File: config.mk
export PLATFORM = sky130hd
export DESIGN_NAME = flash_cmd_ctrl
export DESIGN_NICKNAME = d
export VERILOG_FILES = /design/src/rtl/flash_cmd_pkg.sv /design/src/rtl/flash_bus_strobe.sv /design/src/rtl/flash_stop_timer.sv /design/src/rtl/flash_read_path.sv /design/src/rtl/flash_cmd_ctrl.sv
export SDC_FILE = /design/constraint.sdc
export NUM_CORES = 1
export LEC_CHECK = 0
export ABC_AREA = 1
export BUFFER_PORTS_ARGS = -buffer_cell sky130_fd_sc_hd__buf_2
export CAP_MARGIN = 20
export CORE_MARGIN = 4
export CORE_UTILIZATION = 28
export DETAILED_ROUTE_END_ITERATION = 10
export MAX_ROUTING_LAYER = met4
export PLACE_DENSITY = 0.51
export SLEW_MARGIN = 0
export SYNTH_ARGS = -nofsm -noshare
export SYNTH_HDL_FRONTEND = slang
export SYNTH_SLANG_ARGS = --single-unit
File: constraint.sdc
create_clock -name clk -period 2.9 [get_ports clk]
set_clock_uncertainty 0.2 [all_clocks]
set_input_delay 0.145 -clock clk [delete_from_list [all_inputs] [get_ports clk]]
set_output_delay 0.145 -clock clk [all_outputs]
set_load 0.05 [all_outputs]
File: src/rtl/flash_cmd_pkg.sv
package flash_cmd_pkg;

  localparam logic [7:0] CMD_RST_LO   = 8'h00;
  localparam logic [7:0] CMD_RST_HI   = 8'hFF;
  localparam logic [7:0] CMD_IDENT    = 8'h90;
  localparam logic [7:0] CMD_ERASE    = 8'h20;
  localparam logic [7:0] CMD_ERS_VFY  = 8'hA0;
  localparam logic [7:0] CMD_PROG     = 8'h40;
  localparam logic [7:0] CMD_PRG_VFY  = 8'hC0;

  typedef enum logic [3:0] {
    ST_ARRAY,
    ST_IDENT,
    ST_ERS_SETUP,
    ST_ERS_PULSE,
    ST_ERS_HOLD,
    ST_ERS_VFY,
    ST_PRG_SETUP,
    ST_PRG_PULSE,
    ST_PRG_HOLD,
    ST_PRG_VFY
  } fsm_t;

  typedef enum logic [1:0] {
    RD_ARRAY   = 2'd0,
    RD_IDENT   = 2'd1,
    RD_ERS_VFY = 2'd2,
    RD_PRG_VFY = 2'd3
  } rd_mode_t;

endpackage

File: src/rtl/flash_bus_strobe.sv
// Turns a falling write enable inside a chip-enable window into a one-cycle strobe.
module flash_bus_strobe (
  input  logic clk,
  input  logic rst,
  input  logic ce_n,
  input  logic we_n,
  output logic wr_stb
);
  logic we_q;

  always_ff @(posedge clk) begin
    if (rst) we_q <= 1'b1;
    else     we_q <= we_n;
  end

  assign wr_stb = !ce_n && !we_n && we_q;
endmodule

File: src/rtl/flash_stop_timer.sv
// Cycle counter for the running pulse: minimum-met and expiry flags.
module flash_stop_timer #(
  parameter int PROG_MIN  = 50,
  parameter int PROG_MAX  = 500,
  parameter int ERASE_MIN = 50000,
  parameter int ERASE_MAX = 500000
) (
  input  logic clk,
  input  logic rst,
  input  logic run,
  input  logic is_erase,
  output logic min_met,
  output logic expired
);
  localparam int LIM_TOP = (ERASE_MAX > PROG_MAX) ? ERASE_MAX : PROG_MAX;
  localparam int CW      = $clog2(LIM_TOP + 1);
  localparam logic [CW-1:0] P_LAST = CW'(PROG_MAX - 1);
  localparam logic [CW-1:0] E_LAST = CW'(ERASE_MAX - 1);
  localparam logic [CW-1:0] P_MINL = CW'(PROG_MIN - 1);
  localparam logic [CW-1:0] E_MINL = CW'(ERASE_MIN - 1);

  logic [CW-1:0] cnt;

  always_ff @(posedge clk) begin
    if (rst || !run) cnt <= '0;
    else             cnt <= cnt + 1'b1;
  end

  assign expired = run && (cnt == (is_erase ? E_LAST : P_LAST));
  assign min_met = run && (cnt >= (is_erase ? E_MINL : P_MINL));
endmodule

File: src/rtl/flash_read_path.sv
// Registered read mux: identifier codes or array/verify data.
module flash_read_path
  import flash_cmd_pkg::*;
#(
  parameter logic [7:0] MFR_CODE = 8'h4D,
  parameter logic [7:0] DEV_CODE = 8'h2A
) (
  input  logic       clk,
  input  logic       rst,
  input  logic       ce_n,
  input  logic       oe_n,
  input  logic       addr0,
  input  rd_mode_t   mode,
  input  logic [7:0] arr_rdata,
  output logic [7:0] rd_data
);
  logic [7:0] src;

  always_comb begin
    if (mode == RD_IDENT) src = addr0 ? DEV_CODE : MFR_CODE;
    else                  src = arr_rdata;
  end

  always_ff @(posedge clk) begin
    if (rst)                rd_data <= '0;
    else if (!ce_n && !oe_n) rd_data <= src;
    else                    rd_data <= '0;
  end
endmodule

File: src/rtl/flash_cmd_ctrl.sv
module flash_cmd_ctrl
  import flash_cmd_pkg::*;
#(
  parameter int         AW        = 18,
  parameter logic [7:0] MFR_CODE  = 8'h4D,
  parameter logic [7:0] DEV_CODE  = 8'h2A,
  parameter int         PROG_MIN  = 50,
  parameter int         PROG_MAX  = 500,
  parameter int         ERASE_MIN = 50000,
  parameter int         ERASE_MAX = 500000
) (
  input  logic          clk,
  input  logic          rst,
  input  logic          hv_en,
  input  logic          bus_ce_n,
  input  logic          bus_we_n,
  input  logic          bus_oe_n,
  input  logic [AW-1:0] bus_addr,
  input  logic [7:0]    bus_wdata,
  input  logic [7:0]    arr_rdata,
  output logic [7:0]    rd_data,
  output logic [1:0]    rd_mode,
  output logic [AW-1:0] arr_addr,
  output logic [7:0]    op_data,
  output logic          hv_prog,
  output logic          hv_erase
);
  logic          wr_stb;
  fsm_t          st, st_nx;
  logic          cap_addr, cap_data;
  logic [AW-1:0] op_addr;
  logic          tmr_run, tmr_erase, tmr_min, tmr_exp;
  rd_mode_t      mode;
  logic          is_rst;

  flash_bus_strobe u_strobe (
    .clk(clk), .rst(rst), .ce_n(bus_ce_n), .we_n(bus_we_n), .wr_stb(wr_stb)
  );

  assign tmr_run   = (st == ST_ERS_PULSE) || (st == ST_PRG_PULSE);
  assign tmr_erase = (st == ST_ERS_PULSE);

  flash_stop_timer #(
    .PROG_MIN(PROG_MIN), .PROG_MAX(PROG_MAX),
    .ERASE_MIN(ERASE_MIN), .ERASE_MAX(ERASE_MAX)
  ) u_timer (
    .clk(clk), .rst(rst), .run(tmr_run), .is_erase(tmr_erase),
    .min_met(tmr_min), .expired(tmr_exp)
  );

  assign is_rst = (bus_wdata == CMD_RST_LO) || (bus_wdata == CMD_RST_HI);

  always_comb begin
    st_nx    = st;
    cap_addr = 1'b0;
    cap_data = 1'b0;
    if (!hv_en) begin
      st_nx = ST_ARRAY;
    end else begin
      if (tmr_exp) st_nx = (st == ST_ERS_PULSE) ? ST_ERS_HOLD : ST_PRG_HOLD;
      if (wr_stb) begin
        case (st)
          ST_ERS_SETUP: st_nx = (bus_wdata == CMD_ERASE) ? ST_ERS_PULSE : ST_ARRAY;
          ST_PRG_SETUP: begin
            st_nx    = ST_PRG_PULSE;
            cap_addr = 1'b1;
            cap_data = 1'b1;
          end
          ST_ERS_PULSE, ST_ERS_HOLD: begin
            if (is_rst) st_nx = ST_ARRAY;
            else if (bus_wdata == CMD_ERS_VFY && (st == ST_ERS_HOLD || tmr_min)) begin
              st_nx    = ST_ERS_VFY;
              cap_addr = 1'b1;
            end
          end
          ST_PRG_PULSE, ST_PRG_HOLD: begin
            if (is_rst) st_nx = ST_ARRAY;
            else if (bus_wdata == CMD_PRG_VFY && (st == ST_PRG_HOLD || tmr_min))
              st_nx = ST_PRG_VFY;
          end
          default: begin
            case (bus_wdata)
              CMD_IDENT:   st_nx = ST_IDENT;
              CMD_ERASE:   st_nx = ST_ERS_SETUP;
              CMD_PROG:    st_nx = ST_PRG_SETUP;
              CMD_PRG_VFY: st_nx = ST_PRG_VFY;
              CMD_ERS_VFY: begin
                st_nx    = ST_ERS_VFY;
                cap_addr = 1'b1;
              end
              default:     st_nx = ST_ARRAY;
            endcase
          end
        endcase
      end
    end
  end

  always_ff @(posedge clk) begin
    if (rst) st <= ST_ARRAY;
    else     st <= st_nx;
  end

  always_ff @(posedge clk) begin
    if (rst) begin
      op_addr <= '0;
      op_data <= '0;
    end else begin
      if (cap_addr) op_addr <= bus_addr;
      if (cap_data) op_data <= bus_wdata;
    end
  end

  always_comb begin
    case (st)
      ST_IDENT:   mode = RD_IDENT;
      ST_ERS_VFY: mode = RD_ERS_VFY;
      ST_PRG_VFY: mode = RD_PRG_VFY;
      default:    mode = RD_ARRAY;
    endcase
  end

  assign rd_mode  = mode;
  assign hv_prog  = (st == ST_PRG_PULSE);
  assign hv_erase = (st == ST_ERS_PULSE);
  assign arr_addr = (st == ST_ERS_VFY || st == ST_PRG_VFY ||
                     st == ST_ERS_PULSE || st == ST_PRG_PULSE) ? op_addr : bus_addr;

  flash_read_path #(.MFR_CODE(MFR_CODE), .DEV_CODE(DEV_CODE)) u_read (
    .clk(clk), .rst(rst), .ce_n(bus_ce_n), .oe_n(bus_oe_n), .addr0(bus_addr[0]),
    .mode(mode), .arr_rdata(arr_rdata), .rd_data(rd_data)
  );
endmodule

==> results.py, run 1 <==
metrics = {
    "timing": {
        "fmax_ghz": 0.370,
        "fin_ws_ps": 198,
        "layout_min_cycle_time_ps": 2700,
        "hold_viol_final": 0,
        "worst-slew-pin-transition_ps": 764,
        "max_slew_margin_pct": 49.0,
        "setup_viol": 0,
        "maxSlewViolCount": 0,
        "fin_tns_setup_ps": 0,
        "period_share_pct": 93.2,
    },
    "critical_path": {
        "path_buf_inv": 2,
        "crit_family": "simple AND/OR/NAND/NOR gates",
        "r2r_cells": 19,
        "worstSetupPathDepth": 19,
        "endpoint_kind": "flip-flop",
        "required_ps": 2920,
        "path_cells": "nor2_4, nand2_4, ha_2, inv_1, nor2_2, nand3_1, nor3_2, nand2_1, nor2_1, nor2_1, nand2_1, nand2_2, nand2_2, nand3_4, o211ai_4, clkbuf_16, nand3_1, nand2_1, nor2_1",
        "critPathSlowestCell": "dfxtp_4",
        "start_kind": "flip-flop",
        "worstPathArrival_ps": 2720,
        "max_stage_delay_ps": 360,
        "cp_max_fo": 6,
        "criticalPathCategory": "reg2reg",
    },
    "routing": {
        "firstDrtPassIters": 5,
        "wl_mm": 10.3,
        "drc_errors": 0,
        "wl_met1_mm": 5.04,
        "routed.top_layer": "met4",
        "vias": 3760,
        "dr_wl_met3_microns": 492,
        "ant_nets": 0,
        "wl_per_cell_microns": 12.8,
        "via_per_inst": 4.66,
        "dr_wl_met2_mm": 4.58,
        "drt_iter0_drc": 370,
    },
    "global_route": {
        "antenna_found_initial": 1,
        "overflow": 0,
        "grt_pass1_wl_mm": 17.1,
        "grt_pass1_vias": 3611,
        "grt_max_degree": 37,
        "grt_usage_pct": 15.2,
    },
    "clock_network": {
        "cts-root-buf": "clkbuf_16",
        "clock_latency_ps": 320,
        "clk_pin_slew_ps": 50,
        "cts.path.max_buffers": 2,
        "cts_max_level": 3,
        "cts_made_buffers": 9,
        "cts_sinks": 58,
        "cts_tree": "yes",
    },
    "synthesis": {
        "synth_edf_count": 0,
        "synthesis.area_sq_um": 3370,
        "yosys_register_bits": 58,
        "syn_inst": 530,
        "post-synth-top-area-fraction_pct": 34.5,
        "ys_seq_area_share_pct": 34.5,
        "synthDistinctLibCells": 35,
        "syn_avg_cell_area_sq_um": 6.36,
        "synth_warnings": 0,
        "async_flop_share_pct": 0,
        "yosys-top-cells-area": "dfxtp_1 34%, nand2_1 13%, nor2_1 9.1%, inv_1 7.9%, nand3_1 6.7%",
        "ys.flop_type": "dfxtp_1",
        "syn_nets": 574,
        "yosys.area.top_type": "dfxtp_1",
    },
    "finish": {
        "post-route-util_pct": 40.9,
        "layout_common_cells": "114 x nand2_1, 78 x nor2_1, 77 x buf_2",
        "area_delta_synth_final_pct": 41.0,
        "fin_area_sq_um": 4750,
        "mostFrequentLayoutCell": "nand2_1",
        "num-nets-final": 705,
        "drive_gt1_share_pct": 22.5,
    },
    "floorplan": {
        "io_pins": 78,
        "die-height_microns": 118,
        "fp.dieW_microns": 118,
        "initial_core_util_pct": 29.0,
        "die_area_sq_um": 13800,
        "row_count": 39,
        "core-area_sq_um": 11600,
    },
    "placed_design": {
        "portBuffers": 77,
        "gp_congestion": 0.920,
        "dpl_worst_slack_ps": 180,
        "placed_area_sq_um": 3930,
        "dp_hpwl_mm": 7.12,
    },
    "pwr": {
        "peakVddDrop_uv": 163,
        "power.total_uw": 2000,
        "powerDensity_nw_per_um2": 421,
        "total_leakage_power_uw": 0.00219,
    },
    "min_path": {
        "hold_path.class": "in2reg",
        "whs_path_depth": 5,
    },
    "status": {
        "outcome": "complete, no violations",
    },
    "job": {
        "drv_cap": 0,
    },
}
flip-flops by register name, summed over array words and instances (netlist names):
signal,count
u_timer.cnt,19
u_strobe.we_q,1
st,4
u_read.rd_data,8
op_addr,18
op_data,8
cells in the mapped netlist, drive strengths merged, types with 2 or more instances:
library cell	instances
nand4	11
buf	8
ha	4
nand3	46
nor3	9
a21oi	42
nor4	4
dfxtp	58
o21a	2
nor2	86
inv	74
nand3b	2
o21ai	41
or2	3
a31oi	2
nand2	123
and3	2
clkbuf	7
timing repair:
item                                    in CTS  in global routing
endpoints found under the setup margin       0                 19
gates resized for setup                      0                 15
buffers inserted                             0                  3
hold buffers                                40                  0
endpoints found under the hold margin       35                  0
cells by family after synthesis:
group                    synth area share, %
adder cells (fa/ha/maj)                 1.49
buffers and inverters                   11.2
flip-flops                              34.5
AND/OR/NAND/NOR                         37.7
AO/OA/AOI/OAI                           15.2
layer usage:
layer	GRT usage [%]	vias to the layer above
met5	-	-
met4	6.37	0
met3	3.80	16
met2	22.7	100
met1	19.6	1671
li1	-	1973
worst register-to-register path, cell delays in order, from the launching register on:
cell and delay (ps):
dfxtp_4 360, nor2_4 140, nand2_4 90, ha_2 320, inv_1 40, nor2_2 90
nand3_1 90, nor3_2 110, nand2_1 60, nor2_1 100, nor2_1 50, nand2_1 70
nand2_2 60, nand2_2 100, nand3_4 90, o211ai_4 190, clkbuf_16 230, nand3_1 70
nand2_1 80, nor2_1 50
power by group:
group | internal (uW) | switching [uW] | total (uW)
registers | 804 | 3.18 | 807
logic | 91.3 | 152 | 244
clock network | 609 | 340 | 949
total | 1500 | 495 | 2000
final cells by class:
type | count | area (sq um)
diodes | 1 | 2.50
clock buffers | 13 | 260
fillers | 1215 | 6870
inverters | 75 | 287
multi-input cells | 382 | 1870
flip-flops and latches | 58 | 1170
well taps | 143 | 179
repair buffers | 135 | 980
worst paths after layout:
check | startpoint | endpoint | slack (ps)
worst min-delay path | hv_en | st[3] | 20
worst max-delay path | st[3] | op_addr[16] | 200
worst max register to register | st[3] | op_addr[16] | 200
worst min register to register | u_timer.cnt[0] | u_timer.cnt[0] | 260
stage by stage:
step / instances / hold WS (ps)
after floorplan: 530 / 48.8
after CTS: 798 / 13.2
after global placement: 745 / 175
after detailed placement: 745 / 172
after global routing: 807 / 41.5
final: 807 / 18.0
No activity file was read; power rests on OpenSTA's default activity.
==> run 2: changes to the inputs <==
Settings changed: ABC_AREA 1 to not set.
==> results.py, run 2 <==
metrics = {
    "synthesis": {
        "post-synth-top-area-fraction_pct": 35.1,
        "synth_warnings": 0,
        "yosys.area_share.adder_pct": 1.51,
        "syn_avg_cell_area_sq_um": 8.51,
        "yosysMostFrequentCell": "nor2_1",
        "yosys-top-cells-area": "dfxtp_1 35%, mux2i_1 8.2%, nor2_1 6.9%, mux2_2 6.1%, nand2_1 4.0%",
        "synth_commonest_cells": "61 x nor2_1, 58 x dfxtp_1, 35 x nand2_1",
        "ys_seq_area_share_pct": 35.1,
        "synthesis.area_sq_um": 3310,
        "syn_nets": 433,
        "ys.flop_type": "dfxtp_1",
        "synthDistinctLibCells": 63,
        "async_flop_share_pct": 0,
        "yosys.area_share.simple_pct": 25.2,
        "muxShareOfSynthArea_pct": 14.3,
        "yosys_register_bits": 58,
        "syn_inst": 389,
        "yosys.area.top_type": "dfxtp_1",
        "synth_xor_area_share_pct": 4.50,
        "synth_edf_count": 0,
        "synth_compound_area_share_pct": 14.9,
        "synth_top_family_by_area": "simple AND/OR/NAND/NOR gates",
    },
    "finish": {
        "post-route-util_pct": 41.2,
        "largest_reg_flops": 19,
        "mostFrequentLayoutCell": "buf_2",
        "drive_gt1_share_pct": 27.5,
        "layout_common_cells": "77 x buf_2, 61 x nor2_1, 58 x dfxtp_1",
        "fill_cells": 1149,
        "area_delta_synth_final_pct": 43.2,
        "n_antenna_cell": 0,
        "top_regs": "u_timer.cnt x19, op_addr x18",
        "num-nets-final": 559,
        "top_register": "u_timer.cnt",
        "multi_input_area_sq_um": 2070,
        "seq_area_sq_um": 1160,
    },
    "global_route": {
        "met2_usage_pct": 22.6,
        "grt_pass1_vias": 3146,
        "grt_max_degree": 32,
        "top_usage_layer": "met2",
        "overflow": 0,
        "grt_usage_pct": 14.5,
        "use_met1_pct": 18.8,
        "use_met3_pct": 2.64,
        "grt_pass1_wl_mm": 15.3,
        "antenna_found_initial": 0,
    },
    "timing": {
        "fin_ws_ps": 114,
        "hold_viol_final": 0,
        "worst-slew-pin-transition_ps": 738,
        "max_slew_margin_pct": 50.8,
        "setup_viol": 0,
        "holdWs_ps": 48.5,
        "layout_min_cycle_time_ps": 2790,
        "maxSlewViolCount": 0,
        "fmax_ghz": 0.359,
        "period_share_pct": 96.1,
    },
    "floorplan": {
        "row_count": 39,
        "fp.dieW_microns": 117,
        "die-height_microns": 117,
        "die_area_sq_um": 13600,
        "initial_core_util_pct": 28.8,
        "core-area_sq_um": 11500,
        "io_pins": 78,
    },
    "pwr": {
        "pwr-share-comb_pct": 11.2,
        "power.total_uw": 2110,
        "p_int_uw": 1610,
        "powerDensity_nw_per_um2": 445,
        "total_leakage_power_uw": 0.00191,
        "p_sw_uw": 504,
        "peakVddDrop_uv": 239,
        "seq_power_share_pct": 38.2,
        "p_sw_share_pct": 23.9,
        "p_clk_share_pct": 50.6,
    },
    "critical_path": {
        "worstPathArrival_ps": 2780,
        "required_ps": 2890,
        "criticalPathCategory": "reg2reg",
        "max_stage_delay_ps": 420,
        "critPathSlowestCell": "a2111oi_4",
        "path_buf_inv": 1,
        "endpoint_kind": "flip-flop",
        "start_kind": "flip-flop",
        "path_common_cell": "a21oi_1",
        "crit_family": "compound AO/OA/AOI/OAI gates",
        "cp_max_fo": 4,
        "path_cells": "nand4bb_4, ha_1, a211o_1, a21oi_1, a21oi_1, a2111oi_4, o221ai_4, clkbuf_16, mux2i_1, nor2_1",
        "worstSetupStartpoint": "st[3]",
        "r2r_start": "st[3]",
        "reg2reg_slack_ps": 110,
    },
    "clock_network": {
        "clk_pin_slew_ps": 50,
        "clock_latency_ps": 330,
        "cts-root-buf": "clkbuf_16",
        "cts.path.max_buffers": 2,
        "cts_sinks": 58,
        "cts_made_buffers": 9,
        "cts_tree": "yes",
        "cts_max_level": 3,
    },
    "routing": {
        "drc_errors": 0,
        "wl_per_cell_microns": 14.4,
        "firstDrtPassIters": 4,
        "via_per_inst": 4.92,
        "ant_nets": 0,
        "wl_mm": 9.55,
        "vias": 3264,
        "drt_iter0_drc": 121,
    },
    "placed_design": {
        "portBuffers": 77,
        "dp_hpwl_mm": 6.46,
        "gp_congestion": 0.949,
        "dpl_worst_slack_ps": 25.4,
    },
    "status": {
        "outcome": "complete, no violations",
    },
    "min_path": {
        "hold_path.class": "in2reg",
        "min-delay-start": "hv_en",
    },
    "job": {
        "drv_cap": 0,
    },
}
[run 2: cell count changes after synthesis, moves of 8 or more]
cell      before  now
nand2_1      114   35
inv_1         71    9
nand3_1       45    8
mux2i_1        0   27
o21ai_0       41   14
nor2_1        82   61
mux2_2         0   18
a21oi_1       34   18
xor2_1         0   10
nand2_2        8    0
nand2b_1       0    8
[run 2: what timing repair did]
action | 4_1_cts | 5_1_grt
hold endpoints to repair | 35 | 0
setup buffers | 0 | 1
hold buffers | 43 | 0
gates resized for setup | 0 | 8
endpoints found under the setup margin | 0 | 18
[run 2: routing by layer]
metal  routed length, microns  vias up
met5                        0        -
met4                      117        0
met2                     4710       89
met1                     4350     1526
met3                      375       12
li1                         -     1637
[run 2: cell families (layout without fill, tap and decap cells)]
| kind of cell | Yosys count | in the layout |
|---|---|---|
| AOI/OAI and AO/OA | 70 | 70 |
| xor gates and xnor gates | 17 | 17 |
| adders and majority gates | 4 | 4 |
| buffers and inverters | 31 | 162 |
| DFF | 58 | 58 |
| muxes | 45 | 45 |
| and+or+nand+nor | 164 | 164 |
[run 2: worst min-delay path, cell delays in order]
cell and delay [ps]:
buf_2 140, nand2b_1 170, a211oi_1 60
[run 2: final timing paths]
check	endpoint	depth (start not counted)
worst max-delay path	op_addr[4]	10
worst min-delay path	st[2]	3
worst min register to register	op_addr[8]	2
worst max register to register	op_addr[4]	10
[run 2: power groups by stage]
stage	sequential (uW)	combinational [uW]	clock [uW]
3_5_place_dp	823	191	0
6_report	806	236	1070
4_1_cts	806	233	1100
5_1_grt	806	252	1130
3_3_place_gp	822	191	0
2_1_floorplan	834	113	0
[run 2: area by class of cell]
class | count | area share [%]
Multi-Input combinational cell | 300 | 43.6
Sequential cell | 58 | 24.5
Timing Repair Buffer | 136 | 20.9
Clock buffer | 11 | 5.33
Tap cell | 143 | 3.77
Clock inverter | 5 | 1.11
Inverter | 10 | 0.792
[run 2: stage by stage]
step | instances | setup TNS (ps) | instance area (sq um)
global route | 663 | -127 | 4740
global placement | 600 | 0 | 3870
CTS | 659 | 0 | 4600
detailed placement | 600 | 0 | 3870
finish | 663 | 0 | 4740
floorplan | 389 | 0 | 3320
